`config.mk`:
```
export PLATFORM = sky130hd
export DESIGN_NAME = uwire_eeprom_ctrl
export DESIGN_NICKNAME = d
export VERILOG_FILES = /design/src/rtl/uwire_pkg.sv /design/src/rtl/uwire_tick.sv /design/src/rtl/uwire_engine.sv /design/src/rtl/uwire_seq.sv /design/src/rtl/uwire_eeprom_ctrl.sv
export SDC_FILE = /design/constraint.sdc
export NUM_CORES = 1
export LEC_CHECK = 0
export BUFFER_PORTS_ARGS = -buffer_cell sky130_fd_sc_hd__buf_2
export CAP_MARGIN = 30
export CORE_UTILIZATION = 25
export CTS_BUF_LIST = sky130_fd_sc_hd__clkbuf_16
export CTS_CLUSTER_SIZE = 16
export DETAILED_ROUTE_END_ITERATION = 10
export MAX_ROUTING_LAYER = met4
export PLACE_DENSITY = 0.5
export REMOVE_ABC_BUFFERS = 1
export SLEW_MARGIN = 20
export SYNTH_ARGS = -nofsm -noshare
export SYNTH_HDL_FRONTEND = slang
export SYNTH_SLANG_ARGS = --single-unit
```
`constraint.sdc`:
```
create_clock -name clk_i -period 1.76 [get_ports clk_i]
set_input_delay 0.352 -clock clk_i [delete_from_list [all_inputs] [get_ports clk_i]]
set_output_delay 0.352 -clock clk_i [all_outputs]
set_load 0.02 [all_outputs]
```
`src/rtl/uwire_pkg.sv`:
```
`timescale 1ns/1ps
package uwire_pkg;
  typedef enum logic [1:0] {
    OP_READ  = 2'd0,
    OP_WRITE = 2'd1,
    OP_WEN   = 2'd2,
    OP_WDS   = 2'd3
  } host_op_e;

  typedef enum logic [1:0] {
    K_FRAME = 2'd0,
    K_DESEL = 2'd1,
    K_POLL  = 2'd2
  } eng_kind_e;

  localparam logic [1:0] DEV_RD   = 2'b10;
  localparam logic [1:0] DEV_WR   = 2'b01;
  localparam logic [1:0] DEV_ER   = 2'b11;
  localparam logic [1:0] DEV_MISC = 2'b00;
endpackage

```
`src/rtl/uwire_tick.sv`:
```
`timescale 1ns/1ps
module uwire_tick #(
  parameter int PHASE_CYC = 4
) (
  input  logic clk_i,
  input  logic rst_ni,
  input  logic clr_i,
  output logic tick_o
);
  localparam int CW = (PHASE_CYC > 1) ? $clog2(PHASE_CYC) : 1;

  logic [CW-1:0] cnt_q;

  always_ff @(posedge clk_i or negedge rst_ni) begin
    if (!rst_ni)                         cnt_q <= '0;
    else if (clr_i)                      cnt_q <= '0;
    else if (cnt_q == CW'(PHASE_CYC-1))  cnt_q <= '0;
    else                                 cnt_q <= cnt_q + 1'b1;
  end

  assign tick_o = !clr_i && (cnt_q == CW'(PHASE_CYC-1));
endmodule

```
`src/rtl/uwire_engine.sv`:
```
`timescale 1ns/1ps
module uwire_engine
  import uwire_pkg::*;
#(
  parameter int FRAME_W  = 27,
  parameter int DATA_W   = 16,
  parameter int POLL_MAX = 64,
  localparam int CNT_W   = $clog2(FRAME_W+1),
  localparam int TO_W    = $clog2(POLL_MAX+1)
) (
  input  logic               clk_i,
  input  logic               rst_ni,
  input  logic               tick_i,
  input  logic               start_i,
  input  eng_kind_e          kind_i,
  input  logic [FRAME_W-1:0] frame_i,
  input  logic [CNT_W-1:0]   len_i,
  input  logic               rx_i,
  input  logic               do_i,
  output logic               done_o,
  output logic               timeout_o,
  output logic [DATA_W-1:0]  rdata_o,
  output logic               cs_o,
  output logic               sk_o,
  output logic               di_o
);
  typedef enum logic [2:0] {E_IDLE, E_TX, E_RX, E_DESEL, E_POLL} eng_st_e;

  eng_st_e            st_q;
  logic [1:0]         ph_q;
  logic [CNT_W-1:0]   cnt_q;
  logic [CNT_W-1:0]   len_q;
  logic [FRAME_W-1:0] sh_q;
  logic [DATA_W-1:0]  rx_sh_q;
  logic               rx_q;
  logic [TO_W-1:0]    to_cnt_q;
  logic               done_q;
  logic               tmo_q;

  always_ff @(posedge clk_i or negedge rst_ni) begin
    if (!rst_ni) begin
      st_q     <= E_IDLE;
      ph_q     <= '0;
      cnt_q    <= '0;
      len_q    <= '0;
      sh_q     <= '0;
      rx_sh_q  <= '0;
      rx_q     <= 1'b0;
      to_cnt_q <= '0;
      done_q   <= 1'b0;
      tmo_q    <= 1'b0;
    end else begin
      done_q <= 1'b0;
      tmo_q  <= 1'b0;
      unique case (st_q)
        E_IDLE: if (start_i) begin
          ph_q     <= '0;
          cnt_q    <= '0;
          to_cnt_q <= '0;
          sh_q     <= frame_i;
          len_q    <= len_i;
          rx_q     <= rx_i;
          unique case (kind_i)
            K_FRAME: st_q <= E_TX;
            K_DESEL: st_q <= E_DESEL;
            K_POLL:  st_q <= E_POLL;
            default: st_q <= E_DESEL;
          endcase
        end
        E_TX: if (tick_i) begin
          if (ph_q == 2'd2) begin
            ph_q <= '0;
            sh_q <= sh_q << 1;
            if (cnt_q == len_q - CNT_W'(1)) begin
              cnt_q <= '0;
              if (rx_q) st_q <= E_RX;
              else begin
                st_q   <= E_IDLE;
                done_q <= 1'b1;
              end
            end else begin
              cnt_q <= cnt_q + 1'b1;
            end
          end else begin
            ph_q <= ph_q + 1'b1;
          end
        end
        E_RX: if (tick_i) begin
          if (ph_q == 2'd0) begin
            rx_sh_q <= {rx_sh_q[DATA_W-2:0], do_i};  // sample at end of clock-high phase
            ph_q    <= 2'd1;
          end else begin
            ph_q <= '0;
            if (cnt_q == CNT_W'(DATA_W-1)) begin
              st_q   <= E_IDLE;
              done_q <= 1'b1;
            end else begin
              cnt_q <= cnt_q + 1'b1;
            end
          end
        end
        E_DESEL: if (tick_i) begin
          if (ph_q == 2'd2) begin
            st_q   <= E_IDLE;
            done_q <= 1'b1;
          end else begin
            ph_q <= ph_q + 1'b1;
          end
        end
        E_POLL: if (tick_i) begin
          if (do_i) begin
            st_q   <= E_IDLE;
            done_q <= 1'b1;
          end else if (to_cnt_q == TO_W'(POLL_MAX-1)) begin
            st_q   <= E_IDLE;
            done_q <= 1'b1;
            tmo_q  <= 1'b1;
          end else begin
            to_cnt_q <= to_cnt_q + 1'b1;
          end
        end
        default: st_q <= E_IDLE;
      endcase
    end
  end

  assign cs_o      = (st_q == E_TX) || (st_q == E_RX) || (st_q == E_POLL);
  assign sk_o      = ((st_q == E_TX) && (ph_q == 2'd1)) || ((st_q == E_RX) && (ph_q == 2'd0));
  assign di_o      = (st_q == E_TX) && sh_q[FRAME_W-1];
  assign done_o    = done_q;
  assign timeout_o = tmo_q;
  assign rdata_o   = rx_sh_q;

  a_r3_di_stable_clock_high: assert property (@(posedge clk_i) disable iff (!rst_ni)
    (sk_o && $past(sk_o)) |-> $stable(di_o));
  a_r4_rx_count_bound: assert property (@(posedge clk_i) disable iff (!rst_ni)
    (st_q == E_RX) |-> (cnt_q < CNT_W'(DATA_W)));
  a_r9_wait_bound: assert property (@(posedge clk_i) disable iff (!rst_ni)
    to_cnt_q < TO_W'(POLL_MAX));
  a_r9_timeout_from_wait: assert property (@(posedge clk_i) disable iff (!rst_ni)
    tmo_q |-> ($past(st_q) == E_POLL) && done_q);
endmodule

```
`src/rtl/uwire_seq.sv`:
```
`timescale 1ns/1ps
module uwire_seq
  import uwire_pkg::*;
#(
  parameter int ADDR_W  = 8,
  parameter int DATA_W  = 16,
  localparam int CMD_W   = 3 + ADDR_W,
  localparam int FRAME_W = CMD_W + DATA_W,
  localparam int LEN_W   = $clog2(FRAME_W+1)
) (
  input  logic               clk_i,
  input  logic               rst_ni,
  input  logic               req_i,
  input  logic [1:0]         op_i,
  input  logic [ADDR_W-1:0]  addr_i,
  input  logic [DATA_W-1:0]  wdata_i,
  input  logic               eng_done_i,
  input  logic               eng_tmo_i,
  input  logic [DATA_W-1:0]  eng_rdata_i,
  output logic               start_o,
  output eng_kind_e          kind_o,
  output logic [FRAME_W-1:0] frame_o,
  output logic [LEN_W-1:0]   len_o,
  output logic               rx_o,
  output logic               busy_o,
  output logic               done_o,
  output logic               err_o,
  output logic [DATA_W-1:0]  rdata_o
);
  typedef enum logic [3:0] {
    S_IDLE, S_EN, S_EN_D, S_ER, S_ER_D, S_ER_P, S_ER_PD,
    S_WR, S_WR_D, S_WR_P, S_WR_PD, S_DI, S_DI_D, S_RD, S_RD_D
  } seq_st_e;

  seq_st_e           st_q, nxt_st;
  host_op_e          op_q;
  logic [ADDR_W-1:0] addr_q;
  logic [DATA_W-1:0] data_q;
  logic              go_q, done_q, err_q;
  logic [DATA_W-1:0] rdata_q;

  always_comb begin
    unique case (st_q)
      S_EN:    nxt_st = S_EN_D;
      S_EN_D:  nxt_st = (op_q == OP_WRITE) ? S_ER : S_IDLE;
      S_ER:    nxt_st = S_ER_D;
      S_ER_D:  nxt_st = S_ER_P;
      S_ER_P:  nxt_st = S_ER_PD;
      S_ER_PD: nxt_st = err_q ? S_DI : S_WR;  // timeout still closes with disable
      S_WR:    nxt_st = S_WR_D;
      S_WR_D:  nxt_st = S_WR_P;
      S_WR_P:  nxt_st = S_WR_PD;
      S_WR_PD: nxt_st = S_DI;
      S_DI:    nxt_st = S_DI_D;
      S_RD:    nxt_st = S_RD_D;
      default: nxt_st = S_IDLE;
    endcase
  end

  always_ff @(posedge clk_i or negedge rst_ni) begin
    if (!rst_ni) begin
      st_q    <= S_IDLE;
      op_q    <= OP_READ;
      addr_q  <= '0;
      data_q  <= '0;
      go_q    <= 1'b0;
      done_q  <= 1'b0;
      err_q   <= 1'b0;
      rdata_q <= '0;
    end else begin
      go_q   <= 1'b0;
      done_q <= 1'b0;
      if (st_q == S_IDLE) begin
        if (req_i) begin
          op_q   <= host_op_e'(op_i);
          addr_q <= addr_i;
          data_q <= wdata_i;
          err_q  <= 1'b0;
          go_q   <= 1'b1;
          unique case (host_op_e'(op_i))
            OP_READ: st_q <= S_RD;
            OP_WDS:  st_q <= S_DI;
            default: st_q <= S_EN;
          endcase
        end
      end else if (eng_done_i) begin
        if (st_q == S_RD) rdata_q <= eng_rdata_i;
        if (((st_q == S_ER_P) || (st_q == S_WR_P)) && eng_tmo_i) err_q <= 1'b1;
        st_q <= nxt_st;
        if (nxt_st == S_IDLE) done_q <= 1'b1;
        else                  go_q   <= 1'b1;
      end
    end
  end

  always_comb begin
    logic [1:0]        opc;
    logic [ADDR_W-1:0] a;
    logic [DATA_W-1:0] d;
    opc = DEV_MISC;
    a   = '0;
    d   = '0;
    unique case (st_q)
      S_EN:    a = '1;
      S_ER:    begin opc = DEV_ER; a = addr_q; end
      S_WR:    begin opc = DEV_WR; a = addr_q; d = data_q; end
      S_RD:    begin opc = DEV_RD; a = addr_q; end
      default: ;
    endcase
    frame_o = {1'b1, opc, a, d};
  end

  always_comb begin
    unique case (st_q)
      S_EN, S_ER, S_WR, S_DI, S_RD: kind_o = K_FRAME;
      S_ER_P, S_WR_P:               kind_o = K_POLL;
      default:                      kind_o = K_DESEL;
    endcase
  end

  assign len_o   = (st_q == S_WR) ? LEN_W'(FRAME_W) : LEN_W'(CMD_W);
  assign rx_o    = (st_q == S_RD);
  assign start_o = go_q;
  assign busy_o  = (st_q != S_IDLE);
  assign done_o  = done_q;
  assign err_o   = err_q;
  assign rdata_o = rdata_q;

  a_r10_held_while_busy: assert property (@(posedge clk_i) disable iff (!rst_ni)
    ((st_q != S_IDLE) && $past(st_q != S_IDLE)) |-> ($stable(op_q) && $stable(addr_q) && $stable(data_q)));
  a_r9_err_only_on_write: assert property (@(posedge clk_i) disable iff (!rst_ni)
    err_q |-> (op_q == OP_WRITE));
  a_r6_program_after_erase: assert property (@(posedge clk_i) disable iff (!rst_ni)
    ((st_q == S_WR) && $past(st_q != S_WR)) |-> ($past(st_q) == S_ER_PD));
endmodule

```
`src/rtl/uwire_eeprom_ctrl.sv`:
```
`timescale 1ns/1ps
module uwire_eeprom_ctrl
  import uwire_pkg::*;
#(
  parameter int PHASE_CYC = 4,
  parameter int POLL_MAX  = 64,
  parameter int ADDR_W    = 8,
  parameter int DATA_W    = 16
) (
  input  logic              clk_i,
  input  logic              rst_ni,
  input  logic              req_i,
  input  logic [1:0]        op_i,
  input  logic [ADDR_W-1:0] addr_i,
  input  logic [DATA_W-1:0] wdata_i,
  output logic              busy_o,
  output logic              done_o,
  output logic              err_o,
  output logic [DATA_W-1:0] rdata_o,
  output logic              cs_o,
  output logic              sk_o,
  output logic              di_o,
  input  logic              do_i
);
  localparam int CMD_W   = 3 + ADDR_W;
  localparam int FRAME_W = CMD_W + DATA_W;
  localparam int LEN_W   = $clog2(FRAME_W+1);

  logic               tick, start, rx, eng_done, eng_tmo;
  eng_kind_e          kind;
  logic [FRAME_W-1:0] frame;
  logic [LEN_W-1:0]   len;
  logic [DATA_W-1:0]  eng_rdata;

  uwire_tick #(.PHASE_CYC(PHASE_CYC)) u_tick (
    .clk_i(clk_i), .rst_ni(rst_ni), .clr_i(start), .tick_o(tick)
  );

  uwire_seq #(.ADDR_W(ADDR_W), .DATA_W(DATA_W)) u_seq (
    .clk_i(clk_i), .rst_ni(rst_ni),
    .req_i(req_i), .op_i(op_i), .addr_i(addr_i), .wdata_i(wdata_i),
    .eng_done_i(eng_done), .eng_tmo_i(eng_tmo), .eng_rdata_i(eng_rdata),
    .start_o(start), .kind_o(kind), .frame_o(frame), .len_o(len), .rx_o(rx),
    .busy_o(busy_o), .done_o(done_o), .err_o(err_o), .rdata_o(rdata_o)
  );

  uwire_engine #(.FRAME_W(FRAME_W), .DATA_W(DATA_W), .POLL_MAX(POLL_MAX)) u_engine (
    .clk_i(clk_i), .rst_ni(rst_ni), .tick_i(tick), .start_i(start),
    .kind_i(kind), .frame_i(frame), .len_i(len), .rx_i(rx), .do_i(do_i),
    .done_o(eng_done), .timeout_o(eng_tmo), .rdata_o(eng_rdata),
    .cs_o(cs_o), .sk_o(sk_o), .di_o(di_o)
  );

  a_r1_idle_deselected: assert property (@(posedge clk_i) disable iff (!rst_ni)
    !busy_o |-> !cs_o);
  a_r3_clock_needs_select: assert property (@(posedge clk_i) disable iff (!rst_ni)
    sk_o |-> cs_o);
  a_r10_done_single: assert property (@(posedge clk_i) disable iff (!rst_ni)
    done_o |=> !done_o);
  a_r10_done_ends_busy: assert property (@(posedge clk_i) disable iff (!rst_ni)
    done_o |-> (!busy_o && $past(busy_o)));
endmodule

```
==> results.ini <==
[logic_synthesis]
syn_area_per_cell_sq_um=11.3
post-synth-top-area-cell=dfrtp_1
ys_top_cells_by_area=dfrtp_1, mux2_2, a21oi_1, nor2_1, ha_1
ys.flop_type=dfrtp_1
synth.distinct_cells=65
yosysSeqAreaShare_pct=53.0
synth-warning-count=0
synth_edf_count=0
async_reset_ff_share_pct=100
synth-seq-cells=116
yosys.area.top_type_share_pct=53.0
netlist_area_sq_um=5480
syn_inst=484

[flow_run]
drv_cap=0

[critical_path]
critical_path.max_stage_delay_ns=0.43
worstPathCellList=buf_6 -> or3b_4 -> a2111o_1 -> nand2_4 -> nor2_2 -> a211o_1
worstPathArrival_ns=2.21
rrSetupSlack_ns=-0.15
cp_slowest_cell=a2111o_1
startpoint_type=register
critPathMaxFanout=6
r2r_end=u_engine.cnt_q[3]$_DFFE_PN0P_
cp-end-kind=register
r2r_cells=6
worst_ep_required_time_ns=2.05
r2r_start=u_engine.cnt_q[0]$_DFFE_PN0P_
timing_worst_setup_path_type=reg -> reg

[power_and_ir_drop]
leakage_nw=3.65
p_per_area_nw_per_um2=786
finalPower_mw=6.01
ir_drop_mv=0.630

[timing]
layout_min_cycle_time_ns=1.91
finalSetupViolCount=39
finalCritPeriodShare_pct=109
finClkSkew_ns=0.0101
rsz0062_at_grt=true
slew_headroom_pct=73.5
worst_pin_slew_ns=0.393
setup_ws_ns=-0.154
maxSlewViolCount=0
fmax_mhz=522
finalHoldViolations=0

[clock_tree]
cts_root_buffer=clkbuf_16
tritoncts=built
clk_pin_slew_ns=0.06
clk_path_buf_depth=2
clock-sinks=116
clock_latency_ns=0.42
htreeDepth=4
cts_buffers=17

[cells_and_area]
nets=654
final_common_cell=dfrtp_1
fill_cells=2081
drive_gt1_share_pct=45.3
n_antenna_cell=0
final_cell_mix=dfrtp_1, buf_4, mux2_2
fin_area_sq_um=7640
utilization_pct=35.9
area_growth_pct=39.5

[global_route]
grt_overflow=0
track_usage_pct=12.9
grt_pass1_vias=4420
grt_pass1_wl_mm=21.8
grt_antenna_before_repair=0
grt_max_degree=50

[drt]
postRouteAntennaNets=0
drt-total-wl_mm=13.0
num_vias=4165
route.detailed.wl_per_inst_um=14.4
drt_iter0_markers=152
drc=0
via_per_inst=4.62
first_pass_iters=4

[placed_design]
place.gp.congestion=0.856
dpl_worst_slack_ns=-0.359
post-dp-hpwl_mm=8.12
port-buffer-count=51
place_area_sq_um=6420

[die]
die_w_um=150
die_area_sq_um=22500
coreArea_sq_um=21300
num_rows=53
initial_utilization_pct=25.7
die_height_um=150
boundaryPins=52

[hold_path]
hold_start=wdata_i[6]
holdCritPathClass=in -> reg
whs_path_depth=2
hold_end=u_seq.data_q[6]$_DFFE_PN0P_

[run_status]
status=complete, but fails checks
violations=negative setup slack

[registers in the layout, indices dropped and copies added, names as in the netlist, 2 cells and up]
name / cells
u_engine.cnt_q: 5
u_engine.len_q: 2
u_engine.ph_q: 2
u_engine.rdata_o: 16
u_engine.sh_q: 27
u_engine.st_q: 3
u_engine.to_cnt_q: 7
u_seq.addr_q: 8
u_seq.data_q: 16
u_seq.op_q: 2
u_seq.rdata_o: 16
u_seq.st_q: 4
u_tick.cnt_q: 2
[cells in the mapped netlist (2+ instances only)]
library cell	count
dfrtp_1	116
a211o_1	2
o21bai_1	2
and3_1	3
o22ai_1	12
o31ai_1	2
nand3b_1	3
clkbuf_8	2
nor3b_1	2
nor3_1	4
a22oi_1	16
a211oi_1	7
a31oi_1	4
nor2_1	39
a21oi_1	34
nor4b_1	2
nor2b_1	4
nand2_1	22
or3_1	2
nor2_2	2
nand2b_1	7
inv_1	21
buf_2	14
ha_1	10
clkbuf_1	8
nor4_1	4
o21ai_0	25
a22o_1	3
a21o_1	4
mux2_2	60
nand3_1	8
xnor2_1	7
[how the worst max path moves through the flow]
stage,end,cells after the start,startpoint
5_1_grt,u_engine.cnt_q[3]$_DFFE_PN0P_,8,u_engine.ph_q[0]$_DFFE_PN0P_
4_1_cts,busy_o,5,u_seq.st_q[1]$_DFFE_PN0P_
3_5_place_dp,u_engine.cnt_q[2]$_DFFE_PN0P_,7,u_engine.cnt_q[0]$_DFFE_PN0P_
2_1_floorplan,u_engine.cnt_q[2]$_DFFE_PN0P_,5,u_engine.st_q[0]$_DFFE_PN0P_
6_report,u_engine.cnt_q[3]$_DFFE_PN0P_,6,u_engine.cnt_q[0]$_DFFE_PN0P_
3_3_place_gp,u_engine.cnt_q[2]$_DFFE_PN0P_,7,u_engine.cnt_q[0]$_DFFE_PN0P_
[worst max-delay path: cells and delay by family, from the launching register on]
family	cells	cell delay [ns]
flip-flops	1	0.40
AO/OA/AOI/OAI	2	0.69
AND/OR/NAND/NOR	3	0.58
buffers and inverters	1	0.12
[cell families (layout without fill, tap and decap cells)]
kind of cell / after synthesis / count (layout) / synth area share (%)
adders and majority gates: 10 / 10 / 2.28
DFF: 116 / 116 / 53.0
AOI/OAI and AO/OA: 123 / 124 / 14.3
xor gates and xnor gates: 9 / 9 / 1.69
muxes: 61 / 61 / 12.5
and+or+nand+nor: 117 / 117 / 12.1
buffers and inverters: 48 / 190 / 4.11
[what timing repair did]
action / 4_1_cts / 5_1_grt
gates cloned: 2 / 2
pin swaps: 23 / 20
endpoints found under the hold margin: 16 / 0
resized for setup: 58 / 23
endpoints found under the setup margin: 29 / 80
hold buffers: 1 / 0
setup buffers: 25 / 7
[layout make-up]
type / instances / area [sq um] / share of cell area [%]
clock buffer: 17 / 425 / 5.57
clock inverter: 15 / 130 / 1.70
inverter: 22 / 85.1 / 1.11
multi-input combinational: 321 / 2620 / 34.3
sequential: 116 / 2910 / 38.0
tap: 275 / 344 / 4.50
timing repair buffer: 136 / 1130 / 14.8
[metal layers]
| metal | wire [um] | part of all wire (%) | vias up | GRT usage, % |
|---|---|---|---|---|
| met5 | 0 | 0 | - | - |
| met4 | 172 | 1.3 | 0 | 5.71 |
| li1 | - | - | 2018 | - |
| met2 | 6420 | 49 | 56 | 19.9 |
| met1 | 6000 | 46 | 2079 | 15.3 |
| met3 | 430 | 3.3 | 12 | 3.96 |
[where the power goes]
group	switching, mW	leakage, nW	internal [mW]
Clock	1.28	0.272	1.94
Sequential	0.000631	1.56	2.67
Combinational	0.0718	1.81	0.0417
Total	1.35	3.65	4.65
[stage by stage]
stage	std cells	TNS (ns)	hold slack [ns]
floorplan	458	-27.00	0.0564
finish	902	-3.58	0.164
CTS	893	-2.24	0.140
detailed placement	835	-2.41	0.200
global placement	835	-1.27	0.197
global route	902	-6.81	0.146
Note: power is estimated with default switching activity, not from simulation.
